==> config.mk <==
export PLATFORM = sky130hd
export DESIGN_NAME = wdt_timer
export DESIGN_NICKNAME = d
export VERILOG_FILES = /design/src/rtl/wdt_pkg.sv /design/src/rtl/wdt_regs.sv /design/src/rtl/wdt_tick.sv /design/src/rtl/wdt_counter.sv /design/src/rtl/wdt_events.sv /design/src/rtl/wdt_timer.sv
export SDC_FILE = /design/constraint.sdc
export NUM_CORES = 1
export LEC_CHECK = 0
export ABC_AREA = 0
export BUFFER_PORTS_ARGS = -buffer_cell sky130_fd_sc_hd__buf_2
export CAP_MARGIN = 5
export CORE_ASPECT_RATIO = 2
export CORE_MARGIN = 2
export CORE_UTILIZATION = 55
export DETAILED_ROUTE_END_ITERATION = 16
export PLACE_DENSITY = 0.78
export REMOVE_ABC_BUFFERS = 1
export SLEW_MARGIN = 30
export SYNTH_ARGS = -nofsm -noshare
export SYNTH_HDL_FRONTEND = slang
export SYNTH_HIERARCHICAL = 1
export SYNTH_SLANG_ARGS = --single-unit
==> constraint.sdc <==
create_clock -name clk -period 3.9 [get_ports clk]
set_input_delay 0.585 -clock clk [delete_from_list [all_inputs] [get_ports clk]]
set_output_delay 0.585 -clock clk [all_outputs]
set_load 0.01 [all_outputs]
==> src/rtl/wdt_pkg.sv <==
// Package: shared field positions, register offsets and the control type
// for the prescaled watchdog. Assumes a 32-bit register bus with byte offsets.
package wdt_pkg;

    localparam int ADDR_W = 4;
    localparam int DATA_W = 32;
    localparam int PRE_W  = 8;
    localparam int SEL_W  = 2;

    localparam logic [ADDR_W-1:0] OFS_CTRL   = 4'h0;
    localparam logic [ADDR_W-1:0] OFS_RELOAD = 4'h4;
    localparam logic [ADDR_W-1:0] OFS_COUNT  = 4'h8;
    localparam logic [ADDR_W-1:0] OFS_CLEAR  = 4'hC;

    localparam int CB_RST_EN = 0;
    localparam int CB_IRQ_EN = 2;
    localparam int CB_DIV_LO = 3;
    localparam int CB_RUN    = 5;
    localparam int CB_PRE_LO = 8;
    localparam int CB_DBG    = 16;

    typedef struct packed {
        logic             dbg_mask;
        logic [PRE_W-1:0] prescale;
        logic             run;
        logic [SEL_W-1:0] div_sel;
        logic             irq_en;
        logic             rst_en;
    } wdt_ctrl_t;

    localparam wdt_ctrl_t CTRL_RESET = '{dbg_mask: 1'b0, prescale: 8'h80,
                                         run: 1'b1, div_sel: 2'd3,
                                         irq_en: 1'b0, rst_en: 1'b1};

    function automatic logic [DATA_W-1:0] ctrl_to_word(wdt_ctrl_t c);
        logic [DATA_W-1:0] w;
        w = '0;
        w[CB_RST_EN]             = c.rst_en;
        w[CB_IRQ_EN]             = c.irq_en;
        w[CB_DIV_LO +: SEL_W]    = c.div_sel;
        w[CB_RUN]                = c.run;
        w[CB_PRE_LO +: PRE_W]    = c.prescale;
        w[CB_DBG]                = c.dbg_mask;
        return w;
    endfunction

    function automatic wdt_ctrl_t word_to_ctrl(logic [DATA_W-1:0] w);
        wdt_ctrl_t c;
        c.rst_en   = w[CB_RST_EN];
        c.irq_en   = w[CB_IRQ_EN];
        c.div_sel  = w[CB_DIV_LO +: SEL_W];
        c.run      = w[CB_RUN];
        c.prescale = w[CB_PRE_LO +: PRE_W];
        c.dbg_mask = w[CB_DBG];
        return c;
    endfunction

endpackage

==> src/rtl/wdt_regs.sv <==
// Register decode: holds the control word and reload value, produces write
// strobes for the count and clear locations and muxes read data.
// Assumes single-cycle accesses; unmapped offsets read zero, writes ignored.
module wdt_regs
    import wdt_pkg::*;
#(
    parameter int               CNT_W      = 16,
    parameter logic [CNT_W-1:0] RESET_LOAD = 16'h8000
) (
    input  logic              clk,
    input  logic              rst_n,
    input  logic              bus_sel,
    input  logic              bus_we,
    input  logic [ADDR_W-1:0] bus_addr,
    input  logic [DATA_W-1:0] bus_wdata,
    input  logic [CNT_W-1:0]  live_count,
    output wdt_ctrl_t         ctrl_q,
    output logic [CNT_W-1:0]  reload_q,
    output logic              count_wr,
    output logic [CNT_W-1:0]  count_wval,
    output logic              clear_wr,
    output logic [DATA_W-1:0] bus_rdata
);

    logic wr_any;
    assign wr_any     = bus_sel & bus_we;
    assign count_wr   = wr_any & (bus_addr == OFS_COUNT);
    assign clear_wr   = wr_any & (bus_addr == OFS_CLEAR);
    assign count_wval = bus_wdata[CNT_W-1:0];

    // Control and reload storage
    always_ff @(posedge clk) begin
        if (!rst_n) begin
            ctrl_q   <= CTRL_RESET;
            reload_q <= RESET_LOAD;
        end else if (wr_any) begin
            if (bus_addr == OFS_CTRL)   ctrl_q   <= word_to_ctrl(bus_wdata);
            if (bus_addr == OFS_RELOAD) reload_q <= bus_wdata[CNT_W-1:0];
        end
    end

    // Read data mux; clear location and holes return zero
    always_comb begin
        bus_rdata = '0;
        if (bus_sel) begin
            case (bus_addr)
                OFS_CTRL:   bus_rdata = ctrl_to_word(ctrl_q);
                OFS_RELOAD: bus_rdata = DATA_W'(reload_q);
                OFS_COUNT:  bus_rdata = DATA_W'(live_count);
                default:    bus_rdata = '0;
            endcase
        end
    end

endmodule

==> src/rtl/wdt_tick.sv <==
// Two-stage clock scaler: an (P+1) prescaler followed by a 2^(4+S) divider.
// Emits a one-cycle tick per full period. Both stages freeze while run is
// low and clear on restart. Uses >= compares so a smaller P or S written
// mid-period ends the period instead of wrapping the stage.
module wdt_tick
    import wdt_pkg::*;
#(
    parameter int DIV_LOG0 = 4
) (
    input  logic             clk,
    input  logic             rst_n,
    input  logic             run,
    input  logic             restart,
    input  logic [PRE_W-1:0] prescale,
    input  logic [SEL_W-1:0] div_sel,
    output logic             tick
);

    localparam int DIV_W = DIV_LOG0 + (1 << SEL_W) - 1;

    logic [PRE_W-1:0] pre_q;
    logic [DIV_W-1:0] div_q;
    logic [DIV_W-1:0] div_limit;
    logic             pre_wrap;
    logic             div_last;

    always_comb div_limit = DIV_W'((32'd1 << (DIV_LOG0 + int'(div_sel))) - 32'd1);

    assign pre_wrap = (pre_q >= prescale);
    assign div_last = (div_q >= div_limit);
    assign tick     = run & pre_wrap & div_last;

    // Advance prescaler every clock and divider on prescaler wrap
    always_ff @(posedge clk) begin
        if (!rst_n || restart) begin
            pre_q <= '0;
            div_q <= '0;
        end else if (run) begin
            if (pre_wrap) begin
                pre_q <= '0;
                div_q <= div_last ? '0 : div_q + 1'b1;
            end else begin
                pre_q <= pre_q + 1'b1;
            end
        end
    end

endmodule

==> src/rtl/wdt_counter.sv <==
// Down-counter: a software write loads it, each tick decrements it, and a
// tick at zero is an expiry that reloads it. A write wins over a tick on
// the same edge and suppresses that expiry.
module wdt_counter #(
    parameter int               CNT_W       = 16,
    parameter logic [CNT_W-1:0] RESET_COUNT = 16'h8000
) (
    input  logic             clk,
    input  logic             rst_n,
    input  logic             tick,
    input  logic             load_wr,
    input  logic [CNT_W-1:0] load_val,
    input  logic [CNT_W-1:0] reload,
    output logic [CNT_W-1:0] count_q,
    output logic             expire
);

    logic at_zero;
    assign at_zero = (count_q == '0);
    assign expire  = tick & at_zero & ~load_wr;

    // Count state update
    always_ff @(posedge clk) begin
        if (!rst_n) begin
            count_q <= RESET_COUNT;
        end else if (load_wr) begin
            count_q <= load_val;
        end else if (tick) begin
            count_q <= at_zero ? reload : count_q - 1'b1;
        end
    end

endmodule

==> src/rtl/wdt_events.sv <==
// Expiry consequences: a sticky interrupt flag and a fixed-length reset
// pulse, each gated by its enable at the expiry edge. Outputs are hidden
// while dbg_hide is high without disturbing the underlying state.
module wdt_events #(
    parameter int RST_CYCLES = 128
) (
    input  logic clk,
    input  logic rst_n,
    input  logic expire,
    input  logic irq_en,
    input  logic rst_en,
    input  logic clear_wr,
    input  logic dbg_hide,
    output logic irq_o,
    output logic rst_o,
    output logic rst_busy
);

    localparam int RC_W = $clog2(RST_CYCLES + 1);

    logic            pend_q;
    logic [RC_W-1:0] left_q;

    // Pending interrupt: set has priority over clear
    always_ff @(posedge clk) begin
        if (!rst_n)                 pend_q <= 1'b0;
        else if (expire && irq_en)  pend_q <= 1'b1;
        else if (clear_wr)          pend_q <= 1'b0;
    end

    // Reset pulse length counter, retriggerable
    always_ff @(posedge clk) begin
        if (!rst_n)                 left_q <= '0;
        else if (expire && rst_en)  left_q <= RC_W'(RST_CYCLES);
        else if (left_q != '0)      left_q <= left_q - 1'b1;
    end

    assign rst_busy = (left_q != '0);
    assign irq_o    = pend_q & ~dbg_hide;
    assign rst_o    = rst_busy & ~dbg_hide;

endmodule

==> src/rtl/wdt_timer.sv <==
// Top of the prescaled watchdog: register decode, two-stage scaler,
// down-counter and expiry outputs. Synchronous active-low reset.
module wdt_timer
    import wdt_pkg::*;
#(
    parameter int               CNT_W      = 16,
    parameter int               RST_CYCLES = 128,
    parameter int               DIV_LOG0   = 4,
    parameter logic [CNT_W-1:0] RESET_LOAD = 16'h8000
) (
    input  logic              clk,
    input  logic              rst_n,
    input  logic              bus_sel,
    input  logic              bus_we,
    input  logic [ADDR_W-1:0] bus_addr,
    input  logic [DATA_W-1:0] bus_wdata,
    output logic [DATA_W-1:0] bus_rdata,
    input  logic              dbg_ack,
    output logic              irq_o,
    output logic              wdt_rst_o
);

    wdt_ctrl_t        ctrl_q;
    logic [CNT_W-1:0] reload_q;
    logic [CNT_W-1:0] count_q;
    logic [CNT_W-1:0] count_wval;
    logic             count_wr;
    logic             clear_wr;
    logic             tick;
    logic             expire;
    logic             dbg_hide;
    logic             rst_busy;

    assign dbg_hide = ctrl_q.dbg_mask & dbg_ack;

    wdt_regs #(.CNT_W(CNT_W), .RESET_LOAD(RESET_LOAD)) u_regs (
        .clk(clk), .rst_n(rst_n), .bus_sel(bus_sel), .bus_we(bus_we),
        .bus_addr(bus_addr), .bus_wdata(bus_wdata), .live_count(count_q),
        .ctrl_q(ctrl_q), .reload_q(reload_q), .count_wr(count_wr),
        .count_wval(count_wval), .clear_wr(clear_wr), .bus_rdata(bus_rdata)
    );

    wdt_tick #(.DIV_LOG0(DIV_LOG0)) u_tick (
        .clk(clk), .rst_n(rst_n), .run(ctrl_q.run), .restart(count_wr),
        .prescale(ctrl_q.prescale), .div_sel(ctrl_q.div_sel), .tick(tick)
    );

    wdt_counter #(.CNT_W(CNT_W), .RESET_COUNT(RESET_LOAD)) u_cnt (
        .clk(clk), .rst_n(rst_n), .tick(tick), .load_wr(count_wr),
        .load_val(count_wval), .reload(reload_q), .count_q(count_q),
        .expire(expire)
    );

    wdt_events #(.RST_CYCLES(RST_CYCLES)) u_evt (
        .clk(clk), .rst_n(rst_n), .expire(expire), .irq_en(ctrl_q.irq_en),
        .rst_en(ctrl_q.rst_en), .clear_wr(clear_wr), .dbg_hide(dbg_hide),
        .irq_o(irq_o), .rst_o(wdt_rst_o), .rst_busy(rst_busy)
    );

endmodule

==> results.md <==
- Pint: 0.001411 W
- Arr. time, crit path: 3.29 ns
- CTS tree: done
- Max-cap violations: 0
- Static Leakage: 2.034 nW
- Mapped Area: 4579 µm²
- # nets final: 632
- Worst slew pin tran: 0.8578 ns
- Util after Layout: 0.6081
- CTS Buf Count: 9
- Setup Viol. Count Final: 0
- Slack of the critical path: 0.8733 ns
- Warnings, synthesis: 6
- Worst path most repeated cell: nand2_1
- Die Y: 133.0 µm
- Worst vdd ir: 0.2067 mV
- CTS Buffer Depth: 2
- Post-DP HPWL: 8954 µm
- CTS root buf: clkbuf_16
- # resized after CTS: 0
- Clock power frac: 0.425
- Top Metal Used: met4
- Startpoint Class: flop
- Tot GR Track Use: 0.2894
- Worst reg2reg path depth: 11
- I/O pin total: 75
- Layout Skew: 0.009376 ns
- Pins Over Slew Limit: 0
- Die Width: 68.52 µm
- Post-CTS repair timing setup buffer count: 0
- CP bufs+invs: 2
- Dpl ws: 0.9922 ns
- DR iter-0 viols: 357
- Met3 WL: 687 µm
- Worst-path fanout max: 18
- Setup TNS: 0 ns
- Unrepaired setup endpoints after global routing: false
- Clk_lat worst skew: 0.35 ns
- Antenna violations before repair: 0
- Hold Crit Class: flop to flop
- Initial Util: 0.5602
- Worst EP required: 4.16 ns
- # port buffers: 44
- Layout area overhead: 8.552%
- Sequential power share: 0.404
- Ant. Diodes: 0
- Cell Chain, Critical Path: inv_1 > ha_1 > nand2_1 > o21ai_0 > nand2_1 > a21oi_1 > buf_4 > nor2b_1 > nand2_1 > a311o_1 > o22ai_1
- Post-Syn Instances: 555
- Post-Syn Area per Cell: 8.251 µm²
- Max incr delay on CP: 0.40 ns
- Fraction of layout cells with a size suffix above 1: 0.1779
- Stages on worst setup path: 11
- Normalized max-slew margin: 0.4281
- CTS H-tree depth: 3
- Register Area: 1401 µm²
- Tcrit/Tclk final: 0.7761
- Largest net degree at the start of global routing: 30
- Drt pass-1 iters: 6
- Area of the multi-input gates: 2765 µm²
- Status: finished, final reports clean
- CTS Hold Buffers Added: 0
- Overall routed net length: 12,100 µm
- DR WL met2: 6384 µm
- Post-route DRC: 0
- Switching share of power: 0.2838
- Hold depth: 2
- Post-route minimum period: 3.027 ns
- Final hold vios: 0
- Area of the core: 8174 µm²
- Remaining antenna violation count: 0
- Global-route wire length before repair: 19,900 µm
- Fmax achieved: 0.3304 GHz
- CP Class: flop to flop
- Worst hold slack: 0.4723 ns
- Die area: 9116 µm²
- PD cells: 396.3 nW/µm²
- Comb pwr share: 0.171
- Vias in the first global route: 4,174
- Top delay family on crit path: compound AO/OA/AOI/OAI gates
- Routability cong.: 0.9754
- Fill cell count: 736
- CP Capture Type: flop
- WL met1: 4471 µm
- CTS sink cnt: 70
- DR vias/cell: 6.173
- Via count: 4,179
- Slowest CP cell: a311o_1
- Row count: 47
- Reg clk slew, reported paths: 0.06 ns
- Wire per inst: 17.87 µm
- Total gr overflow: 0
- Switching power total: 0.0005591 W
[per-stage QoR]
| step | total power, W | instances | area, µm² |
|---|---|---|---|
| 3_3_place_gp | 0.001121 | 661 | 4671 |
| 5_1_grt | 0.002051 | 677 | 4971 |
| 6_report | 0.001970 | 677 | 4971 |
| 3_5_place_dp | 0.001140 | 661 | 4671 |
| 2_1_floorplan | 0.001040 | 509 | 4253 |
| 4_1_cts | 0.001975 | 677 | 4971 |
[final timing paths]
path                                   startpoint                 to  slack [ns]
worst max-delay path            u_regs/ctrl_q[12]  u_cnt/count_q[11]        0.87
worst min-delay path            u_regs/ctrl_q[13]  u_regs/ctrl_q[13]        0.47
worst max register to register  u_regs/ctrl_q[12]  u_cnt/count_q[11]        0.87
worst min register to register  u_regs/ctrl_q[13]  u_regs/ctrl_q[13]        0.47
[cell usage in the layout, fill, tap and decap left out, drive strengths merged, types with 9 or more instances in the layout]
cell / n
nand2: 73
dfxtp: 70
buf: 54
nor2: 42
a21oi: 35
mux2i: 32
inv: 23
nor3: 23
ha: 17
conb: 15
a22oi: 14
nor3b: 13
o21ai: 13
nand4: 11
nor2b: 11
clkbuf: 10
o22ai: 9
mux2: 9
[flip-flops by register name, summed over array words and instances (netlist names)]
name and flops:
u_regs/ctrl_q 14, u_evt/left_q 8, u_evt/pend_q 1, u_tick/pre_q 8
u_tick/div_q 7, u_regs/reload_q 16, u_cnt/count_q 16
[per-layer routing]
layer	vias up	GRT usage
li1	1993	-
met1	1960	0.3183
met2	182	0.4931
met3	44	0.06378
met4	0	0.1522
met5	-	0
[power groups by stage]
stage	Clock, W	Sequential, W	Combinational, W
floorplan	0	0.000800	0.000240
global placement	0	0.000807	0.000314
detailed placement	0	0.000810	0.000329
CTS	0.000846	0.000795	0.000334
global route	0.000880	0.000800	0.000370
finish	0.000838	0.000795	0.000337
[layout make-up]
type                    count  share of cell area
clock inverters             6             0.01233
clock buffers              10             0.04807
multi-input cells         416              0.5563
inverters                  23             0.01737
flip-flops and latches     70              0.2819
repair buffers             54             0.05940
well taps                  98             0.02467
[worst min-delay path: cells and delay by family, from the launching register on]
family,cells,cell delay (ns)
flip-flops,1,0.32
multiplexers,1,0.06
AND/OR/NAND/NOR,1,0.05
Note: power is estimated with default switching activity, not from simulation.
